**src/rtl/wdog_pkg.sv**
```systemverilog
package wdog_pkg;
  localparam int CFG_W      = 32;
  localparam int RELOAD_W   = 24;
  localparam int KEY_W      = 2;
  localparam int TOGGLE_LSB = 24;
  localparam int RESTART_LSB = TOGGLE_LSB + KEY_W;
  localparam int STATUS_BIT = 31;
  localparam int N_KEYS     = 2;

  localparam logic [KEY_W-1:0] KEY_ARM  = 2'd1;
  localparam logic [KEY_W-1:0] KEY_FIRE = 2'd2;
endpackage

```
**src/rtl/wdog_key_track.sv**
```systemverilog
module wdog_key_track
  import wdog_pkg::*;
(
  input  logic             clk,
  input  logic             rst_n,
  input  logic             wr,
  input  logic [KEY_W-1:0] code,
  output logic             done
);
  logic armed_q;

  assign done = wr && armed_q && (code == KEY_FIRE);

  always_ff @(posedge clk) begin
    if (!rst_n) begin
      armed_q <= 1'b0;
    end else if (wr) begin
      armed_q <= (code == KEY_ARM);
    end
  end
endmodule

```
**src/rtl/wdog_prescale.sv**
```systemverilog
module wdog_prescale #(
  parameter int W = 8
) (
  input  logic clk,
  input  logic rst_n,
  input  logic run,
  input  logic clear,
  output logic tick
);
  logic [W-1:0] cnt_q;

  assign tick = run && (cnt_q == '1);

  always_ff @(posedge clk) begin
    if (!rst_n) begin
      cnt_q <= '0;
    end else if (clear) begin
      cnt_q <= '0;
    end else if (run) begin
      cnt_q <= cnt_q + 1'b1;
    end
  end
endmodule

```
**src/rtl/wdog_countdown.sv**
```systemverilog
module wdog_countdown #(
  parameter int W = 24
) (
  input  logic         clk,
  input  logic         rst_n,
  input  logic         load,
  input  logic [W-1:0] load_val,
  input  logic         tick,
  input  logic [W-1:0] reload_val,
  output logic         expire_q
);
  logic [W-1:0] cnt_q;
  logic         last;

  assign last = (cnt_q <= W'(1));

  always_ff @(posedge clk) begin
    if (!rst_n) begin
      cnt_q    <= '0;
      expire_q <= 1'b0;
    end else begin
      expire_q <= 1'b0;
      if (load) begin
        cnt_q <= load_val;
      end else if (tick) begin
        if (last) begin
          cnt_q    <= reload_val;
          expire_q <= 1'b1;
        end else begin
          cnt_q <= cnt_q - 1'b1;
        end
      end
    end
  end
endmodule

```
**src/rtl/wdog_keyed.sv**
```systemverilog
module wdog_keyed
  import wdog_pkg::*;
#(
  parameter int PRESCALE_W = 8
) (
  input  logic             clk,
  input  logic             rst_n,
  input  logic             bus_wr,
  input  logic [CFG_W-1:0] bus_wdata,
  output logic [CFG_W-1:0] bus_rdata,
  output logic             rst_req
);
  localparam int PAD_W = STATUS_BIT - RELOAD_W;

  logic [RELOAD_W-1:0] reload_q;
  logic                run_q;
  logic [N_KEYS-1:0]   key_done;
  logic                toggle_done;
  logic                restart_done;
  logic                turn_on;
  logic                restart;
  logic                tick;
  logic                wdata_unused;

  assign wdata_unused = ^bus_wdata[CFG_W-1:RESTART_LSB+KEY_W];

  for (genvar g = 0; g < N_KEYS; g++) begin : g_key
    wdog_key_track u_track (
      .clk   (clk),
      .rst_n (rst_n),
      .wr    (bus_wr),
      .code  (bus_wdata[TOGGLE_LSB + KEY_W*g +: KEY_W]),
      .done  (key_done[g])
    );
  end

  assign toggle_done  = key_done[0];
  assign restart_done = key_done[1];
  assign turn_on      = toggle_done && !run_q;
  assign restart      = turn_on || (restart_done && run_q && !toggle_done);

  always_ff @(posedge clk) begin
    if (!rst_n) begin
      reload_q <= '0;
      run_q    <= 1'b0;
    end else begin
      if (bus_wr) reload_q <= bus_wdata[RELOAD_W-1:0];
      if (toggle_done) run_q <= !run_q;
    end
  end

  wdog_prescale #(.W(PRESCALE_W)) u_pre (
    .clk   (clk),
    .rst_n (rst_n),
    .run   (run_q),
    .clear (restart),
    .tick  (tick)
  );

  wdog_countdown #(.W(RELOAD_W)) u_cnt (
    .clk        (clk),
    .rst_n      (rst_n),
    .load       (restart),
    .load_val   (bus_wdata[RELOAD_W-1:0]),
    .tick       (tick),
    .reload_val (reload_q),
    .expire_q   (rst_req)
  );

  assign bus_rdata = {run_q, {PAD_W{1'b0}}, reload_q};
endmodule

```
**config.mk**
```make
export PLATFORM = sky130hd
export DESIGN_NAME = wdog_keyed
export DESIGN_NICKNAME = d
export VERILOG_FILES = /design/src/rtl/wdog_pkg.sv /design/src/rtl/wdog_key_track.sv /design/src/rtl/wdog_prescale.sv /design/src/rtl/wdog_countdown.sv /design/src/rtl/wdog_keyed.sv
export SDC_FILE = /design/constraint.sdc
export NUM_CORES = 1
export LEC_CHECK = 0
export CAP_MARGIN = 40
export CORE_UTILIZATION = 25
export DETAILED_ROUTE_END_ITERATION = 10
export HOLD_SLACK_MARGIN = 0.02
export SLEW_MARGIN = 20
export SYNTH_ARGS = -nofsm -noshare
export SYNTH_HDL_FRONTEND = slang
export SYNTH_SLANG_ARGS = --single-unit
```
**constraint.sdc**
```tcl
create_clock -name clk -period 2 [get_ports clk]
set_input_delay 0.4 -clock clk [delete_from_list [all_inputs] [get_ports clk]]
set_output_delay 0.4 -clock clk [all_outputs]
set_load 0.01 [all_outputs]
```
### Yosys cells after proc, flatten, opt, wreduce, memory -nomap -nowiden

Cells that the tools add are included.

* register bits: 60
* logic and storage cells: 35

* add/subtract/negate cells: 2
* order comparisons: 1
* equality and inequality tests: 5
* multiplexer cells: 4
* bitwise logic cells: 2
* reductions and logical operators: 14

Operator list (count)
* $mux 24: 3
* $le 24x1->1 const B: 1
* $sub 24x1->24 const B: 1
* $add 8x1->8 const B: 1
* $eq 8x8->1 const B: 1
* $logic_and 1x1->1: 8
* $eq 2x1->1 const B: 2
* $eq 2x2->1 const B: 2
* $reduce_or 3->1: 1
* $logic_not 1->1: 2
* $not 1->1: 2
* $reduce_bool 2->1: 1
* $reduce_or 2->1: 1
* $logic_or 1x1->1: 1
* $mux 1: 1

### Longest topological paths before layout

Gate-level depths: netlist of the first run.

* depth after elaboration: 6
* gate-level depth with buffers: 10
* mapped depth without buffers: 8

### Modules after synthesis

Synthesis of the first run repeated with hierarchy kept, for this count alone.

* cells, all modules: 382
* area, all modules: 3311.9 µm²

By module, submodules not included
* wdog_countdown: times used 1, cells each 240, area an instance 1813.0 µm², sequential area each 500.5 µm²
* wdog_keyed: times used 1, cells each 92, area an instance 1044.8 µm², sequential area each 500.5 µm²
* wdog_prescale: times used 1, cells each 40, area an instance 354.1 µm², sequential area each 160.2 µm²
* wdog_key_track: times used 2, cells each 5, area an instance 50.0 µm², sequential area each 20.0 µm²

### Worst setup path after synthesis of the first run

No wires, ideal clock.

* path kind: flip-flop to flip-flop
* from: register u_cnt.cnt_q[0]
* to: register u_cnt.cnt_q[6]
* arrival time: 1.942 ns
* data required time: 1.926 ns
* path slack: -0.016 ns
* stages on the path, launching flop included: 8
* buffers on the path: 1
* clock period less this slack: 2.016 ns
* path through: dfxtp_1 > inv_1 > ha_1 > or4b_1 > clkbuf_1 > or4_1 > a21o_1 > a31oi_1

* longest elaborated chain between the ends: 4

RTL lines
* from (decl): RTL line wdog_countdown.sv:12 `logic [W-1:0] cnt_q;`
* from (signal assigned): RTL line wdog_countdown.sv:24 `cnt_q <= load_val;`
* from (signal assigned): RTL line wdog_countdown.sv:27 `cnt_q <= reload_val;`
* from (signal assigned): RTL line wdog_countdown.sv:30 `cnt_q <= cnt_q - 1'b1;`
* $sub 24x1->24 / $le 24x1->1 (equally long branches): RTL line wdog_countdown.sv:30, wdog_countdown.sv:15
* $mux 24 *: RTL line wdog_countdown.sv:26 `if (last) begin`
* $mux 24 *: RTL line wdog_countdown.sv:25 `end else if (tick) begin`
* $mux 24 *: RTL line wdog_countdown.sv:23 `if (load) begin`

Mark *: on every way between the ends. The rest lies on a longest branch, timed or not. The select of a mux whose other input is x is not followed.
A chain may end at the register's enable or synchronous reset.

### Final worst setup path of the first run

* from: register u_cnt.cnt_q[0]
* to: register u_cnt.cnt_q[16]

Same word-level chain as after synthesis.

==> flow_metrics.py, run 1 <==
metrics = {
    "outcome": {
        "status": "completed",
    },
    "yosys": {
        "synth_warnings": 0,
        "synth_top_area_cell": "dfxtp_1",
        "synthTopCellsByArea": "dfxtp_1 36%, mux2i_1 7.6%, nor2b_1 4.7%, nand2_1 4.0%, nor2_1 2.8%",
        "netlist.area_leader.share_pct": 36.3,
        "synth-edff-count": 0,
        "syn_avg_cell_area_um2": 8.56,
        "netlist_instances": 386,
        "netlist_area_mm2": 0.00330,
        "ys_ff_latch": 60,
        "ys_seq_area_share_pct": 36.3,
        "synth_flop_cell": "dfxtp_1",
        "async_flop_share_pct": 0,
        "synth_cell_types": 65,
    },
    "placement": {
        "dp.cells": 643,
        "placement.io_buffers": 56,
        "place_hpwl_um": 6810,
        "routabilityCongestion": 0.861,
        "pre_cts_slack_ps": -248,
    },
    "timing": {
        "finalHoldViolations": 0,
        "timing.fmax_mhz": 515,
        "final.min_clock_period_ps": 1940,
        "setup_ws_ps": 60.0,
        "rsz0062_at_grt": "yes",
        "setup_viol": 0,
        "finalSetupTns_ps": 0,
        "slew_viol_final": 0,
        "hold_ws_ps": 517,
        "fin_crit_sh_pct": 97.0,
        "finClkSkew_ps": 6.48,
    },
    "route": {
        "postRouteAntennaNets": 0,
        "drt_iter0_drc": 127,
        "drc": 0,
        "totalWireLength_um": 9660,
        "dr.pass1.iters": 4,
        "wl_per_cell_um": 14.5,
        "vias_per_cell": 4.80,
        "via_count": 3194,
    },
    "die": {
        "die_w_um": 117,
        "die_area_mm2": 0.0137,
        "rows": 41,
        "fp.dieH_um": 117,
        "coreArea_mm2": 0.0128,
        "start_util_pct": 25.9,
        "ioPinCount": 68,
    },
    "power": {
        "pwr-share-seq_pct": 36.4,
        "ir_worst_vdd_uv": 353,
        "power_density_mw_per_mm2": 698,
        "p_sw_mw": 0.833,
        "p_comb_share_pct": 16.3,
        "p_int_mw": 2.62,
        "switching_share_pct": 24.1,
        "pwr-share-clk_pct": 47.3,
        "cellLeakagePower_nw": 2.01,
    },
    "grt": {
        "grt_pass1_wl_um": 15700,
        "grt_max_degree": 53,
        "grt_pass1_vias": 3095,
        "track_usage_pct": 14.7,
        "overflow": 0,
        "antenna_found_initial": 0,
    },
    "finish": {
        "final_nets": 527,
        "fillCellCount": 1296,
        "diodes": 0,
        "drive_above_1_share_pct": 25.1,
        "stdcell_count": 666,
        "multiInputGateArea_mm2": 0.00209,
        "layout_commonest_cell": "buf_4",
        "ff_latch_area_mm2": 0.00122,
        "final_cell_mix": "60 x buf_4, 55 x dfxtp_1, 55 x clkdlybuf4s50_1, 35 x nand2_1",
        "area_growth_pct": 49.6,
    },
    "run": {
        "max_cap_viol_count": 0,
    },
    "setup_path": {
        "cp.arrival_ps": 2140,
        "crit_top_cell": "buf_4",
        "crit_slowest_cell": "dfxtp_4",
        "slowest_delay_ps": 360,
        "cp-start-kind": "flip-flop",
        "critPathKind": "flip-flop to flip-flop",
        "path_cells": "inv_2, ha_4, buf_4, nor4b_1, buf_4, nand4_1, nand2_1, o41ai_2, a2111oi_1, nor2_1",
        "worstPathRequired_ps": 2200,
        "crit_fanout": 5,
        "reg2regPathDepth": 10,
        "end_kind": "flip-flop",
    },
    "worst_hold_path": {
        "hp-class": "flip-flop to flip-flop",
        "hold_depth": 2,
    },
    "clocking": {
        "clk_pin_slew_ps": 60,
        "cts_tree": "built",
        "cts_buffers": 9,
        "clock_latency_ps": 320,
        "cts_sinks": 60,
        "htreeDepth": 3,
        "root_buffer": "clkbuf_16",
        "cts_buffer_depth": 2,
        "cts_hold_buf": 0,
    },
}
[layer usage]
| layer | vias up | GRT usage [%] | part of all wire, % | routed length (µm) |
|---|---|---|---|---|
| li1 | 1592 | - | - | - |
| met1 | 1525 | 19.8 | 48 | 4670 |
| met2 | 72 | 24.2 | 47 | 4580 |
| met3 | 5 | 2.52 | 3.3 | 320 |
| met4 | 0 | 4.14 | 0.83 | 80 |
| met5 | - | 0 | 0 | 0 |
[power by group through the flow]
| stage | registers (mW) | logic, mW | clock network, mW |
|---|---|---|---|
| floorplan | 1.29 | 0.276 | 0 |
| global placement | 1.29 | 0.505 | 0 |
| detailed placement | 1.29 | 0.509 | 0 |
| CTS | 1.26 | 0.524 | 1.66 |
| global route | 1.26 | 0.615 | 1.71 |
| finish | 1.26 | 0.562 | 1.63 |
[state kept, by name, indices dropped and copies added (netlist names)]
name	flops
g_key.u_track.armed_q	2
reload_q	24
run_q	1
u_cnt.cnt_q	24
u_cnt.expire_q	1
u_pre.cnt_q	8
[cell type report]
class / count / area share [%]
inverter: 6 / 0.456
timing repair buffer: 122 / 21.9
tap: 172 / 4.35
clock inverter: 7 / 1.85
clock buffer: 9 / 4.56
multi-input combinational: 290 / 42.3
sequential: 60 / 24.6
[synth_stat cells (2+ instances only)]
library cell and number:
ha_1 3, mux2i_1 25, mux2_2 2, nor4_1 4, nor3_1 13, o22ai_1 2, a21oi_1 13, o221ai_1 3
clkbuf_1 17, nand3_1 11, o41ai_1 2, xor2_1 6, nor4_2 2, a21o_1 7, xnor2_1 7, o21ai_0 17
a21boi_0 7, nand4_1 8, and2_1 5, o211ai_1 4, buf_4 10, buf_6 2, nor2b_1 25, a2bb2oi_1 3
buf_1 3, dfxtp_1 60, nor2_1 25, o21a_1 2, buf_2 3, and3_1 4, nand2_1 35, and4_1 2
a31oi_1 4, a211o_1 2, inv_1 6, or3_1 5, a21boi_1 5, a211oi_1 3, o31ai_1 3
[worst max-delay path: cells and delay by family, from the launching register on]
family                   cells  cell delay [ps]
AO/OA/AOI/OAI                2              420
adder cells (fa/ha/maj)      1              130
buffers and inverters        3              370
flip-flops                   1              360
AND/OR/NAND/NOR              4              540
[through the flow]
step / util, % / power, mW / cell area [µm²]
after floorplan: - / 1.57 / 3330
after global placement: 34.2 / 1.79 / 4370
after detailed placement: 34.2 / 1.80 / 4370
after CTS: 37.3 / 3.45 / 4760
after global routing: 38.7 / 3.59 / 4940
final: 38.7 / 3.45 / 4940
[what timing repair did]
item / in CTS / in global routing
setup buffers: 2 / 5
endpoints found under the setup margin: 20 / 22
cloned: 0 / 0
resized for setup: 13 / 38
pin swaps: 5 / 22
[worst paths after layout]
| path | start | slack, ps | to |
|---|---|---|---|
| worst max-delay path | u_cnt.cnt_q[0]$_SDFFE_PN0P_ | 60 | u_cnt.cnt_q[16]$_SDFFE_PN0P_ |
| worst max register to register | u_cnt.cnt_q[0]$_SDFFE_PN0P_ | 60 | u_cnt.cnt_q[16]$_SDFFE_PN0P_ |
| worst min-delay path | u_pre.cnt_q[5]$_SDFFE_PP0P_ | 520 | u_pre.cnt_q[5]$_SDFFE_PP0P_ |
| worst min register to register | u_pre.cnt_q[5]$_SDFFE_PP0P_ | 520 | u_pre.cnt_q[5]$_SDFFE_PP0P_ |
[cell families (layout without fill, tap and decap cells)]
kind of cell               after synthesis  in the layout  synth area share [%]
other                                    1              7                 0.113
AOI/OAI and AO/OA                       92             92                  19.6
and+or+nand+nor                        147            147                  24.1
adders and majority gates                3              3                  1.14
xor gates and xnor gates                13             13                  3.45
DFF                                     60             60                  36.3
buffers and inverters                   42            144                  6.51
muxes                                   28             28                  8.71
(Power assumes the default switching activity.)
==> inputs of run 2 (changes only) <==
--- a/config.mk
+++ b/config.mk
@@ -9,6 +9,7 @@
 export CORE_UTILIZATION = 25
 export DETAILED_ROUTE_END_ITERATION = 10
 export HOLD_SLACK_MARGIN = 0.02
+export SKIP_LAST_GASP = 1
 export SLEW_MARGIN = 20
 export SYNTH_ARGS = -nofsm -noshare
 export SYNTH_HDL_FRONTEND = slang
==> flow_metrics.py, run 2 (synthesized netlist as in run 1, its figures left out) <==
metrics = {
    "run": {
        "max_cap_viol_count": 0,
    },
    "setup_path": {
        "cp.arrival_ps": 2200,
        "crit_fanout": 6,
        "reg2regPathDepth": 6,
        "cp-start-kind": "flip-flop",
        "end_kind": "flip-flop",
        "rr_endpoint": "u_cnt.cnt_q[6]$_SDFFE_PN0P_",
        "worstPathRequired_ps": 2250,
        "r2r_slack_ps": 50,
        "crit_start": "u_cnt.cnt_q[0]$_SDFFE_PN0P_",
        "critPathKind": "flip-flop to flip-flop",
        "reg2reg_from": "u_cnt.cnt_q[0]$_SDFFE_PN0P_",
    },
    "clocking": {
        "cts_buffers": 9,
        "htreeDepth": 3,
        "clk_pin_slew_ps": 60,
        "cts_sinks": 60,
        "cts_tree": "built",
        "cts_buffer_depth": 2,
        "clock_latency_ps": 320,
        "root_buffer": "clkbuf_16",
    },
    "worst_hold_path": {
        "hp-class": "flip-flop to flip-flop",
        "min_from": "u_pre.cnt_q[5]$_SDFFE_PP0P_",
        "min_to": "u_pre.cnt_q[5]$_SDFFE_PP0P_",
        "hold_depth": 2,
    },
    "timing": {
        "rsz0062_at_grt": "yes",
        "finalHoldViolations": 0,
        "final.min_clock_period_ps": 1950,
        "finalSetupTns_ps": 0,
        "fin_crit_sh_pct": 97.7,
        "finClkSkew_ps": 6.28,
        "timing.fmax_mhz": 512,
        "setup_viol": 0,
        "slew_viol_final": 0,
    },
    "power": {
        "pwr-share-clk_pct": 47.3,
        "p_sw_mw": 0.833,
        "p_comb_share_pct": 16.2,
        "cellLeakagePower_nw": 2.01,
        "power_density_mw_per_mm2": 700,
        "switching_share_pct": 24.1,
        "pwr-share-seq_pct": 36.4,
        "p_int_mw": 2.62,
        "ir_worst_vdd_uv": 351,
    },
    "route": {
        "drc": 0,
        "totalWireLength_um": 9670,
        "wl_per_cell_um": 14.5,
        "dr.pass1.iters": 4,
        "via_count": 3211,
        "vias_per_cell": 4.81,
        "drt_iter0_drc": 125,
        "postRouteAntennaNets": 0,
    },
    "finish": {
        "diodes": 0,
        "final_cell_mix": "61 x buf_4, 55 x dfxtp_1, 55 x clkdlybuf4s50_1, 35 x nand2_1",
        "area_growth_pct": 49.2,
        "layout_commonest_cell": "buf_4",
        "final_nets": 528,
        "reg.largest.list": "reload_q (24), u_cnt.cnt_q (24), u_pre.cnt_q (8)",
        "drive_above_1_share_pct": 24.8,
        "stdcell_area_mm2": 0.00493,
        "final_core_util_pct": 38.6,
    },
    "die": {
        "die_w_um": 117,
        "rows": 41,
        "start_util_pct": 25.9,
        "ioPinCount": 68,
        "fp.dieH_um": 117,
        "coreArea_mm2": 0.0128,
        "die_area_mm2": 0.0137,
    },
    "placement": {
        "placement.io_buffers": 56,
        "routabilityCongestion": 0.861,
        "dpl_cell_area_mm2": 0.00437,
        "place_hpwl_um": 6810,
    },
    "grt": {
        "grt_pass1_vias": 3088,
        "grt_max_degree": 53,
        "track_usage_pct": 14.7,
        "antenna_found_initial": 0,
        "grt_pass1_wl_um": 15700,
        "overflow": 0,
    },
    "outcome": {
        "status": "completed",
    },
}
run 2: cell types whose count changed in the layout (fill, tap and decap cells not counted), sizes merged:
cell,change
buf,+1
run 2: stage by stage:
step	instances	hold WS [ps]	total power [mW]	worst slack [ps]
5_1_grt	667	555	3.59	-49.2
2_1_floorplan	392	472	1.57	4.35
4_1_cts	661	519	3.44	-4.36
3_3_place_gp	643	484	1.79	-180
6_report	667	517	3.45	46.2
3_5_place_dp	643	501	1.80	-248
run 2: worst max path at each step:
stage / end / slack [ps] / cells past startpoint
after floorplan: u_cnt.cnt_q[6]$_SDFFE_PN0P_ / 4 / 7
after detailed placement: u_cnt.cnt_q[19]$_SDFFE_PN0P_ / -250 / 7
after global placement: u_cnt.cnt_q[21]$_SDFFE_PN0P_ / -180 / 7
after global routing: u_cnt.cnt_q[12]$_SDFFE_PN0P_ / -50 / 8
after CTS: u_cnt.cnt_q[21]$_SDFFE_PN0P_ / -4 / 9
final: u_cnt.cnt_q[6]$_SDFFE_PN0P_ / 50 / 6
run 2: critical path, stage by stage (launching register included):
cell and delay (ps):
dfxtp_4 350, inv_2 60, ha_4 130, or4b_4 540, or4_4 500, a21o_1 180
a31oi_1 110
run 2: power by group through the flow:
stage	clock [mW]	combinational (mW)	sequential (mW)
floorplan	0	0.276	1.29
finish	1.63	0.561	1.26
global placement	0	0.505	1.29
CTS	1.66	0.523	1.26
global route	1.71	0.614	1.26
detailed placement	0	0.509	1.29
run 2: layout make-up:
cell class | count | area (µm²)
Clock inverter | 7 | 91.3
Tap cell | 172 | 215
Sequential cell | 60 | 1220
Fill cell | 1298 | 7840
Multi-Input combinational cell | 290 | 2070
Timing Repair Buffer | 123 | 1090
Inverter | 6 | 22.5
Clock buffer | 9 | 225
run 2: repair_timing:
action	CTS	global route
pin swaps	5	21
hold buffers	0	0
setup endpoints to repair	20	22
gates resized for setup	12	36
buffers inserted	2	6
run 2: routing by layer:
metal | vias to the layer above | wire [µm] | global-route usage (%) | part of all wire (%)
met5 | - | 0 | 0 | 0
met4 | 0 | 106 | 4.14 | 1.1
met3 | 8 | 310 | 2.52 | 3.2
met2 | 73 | 4540 | 24.2 | 47
met1 | 1537 | 4710 | 19.8 | 49
li1 | 1593 | - | - | -
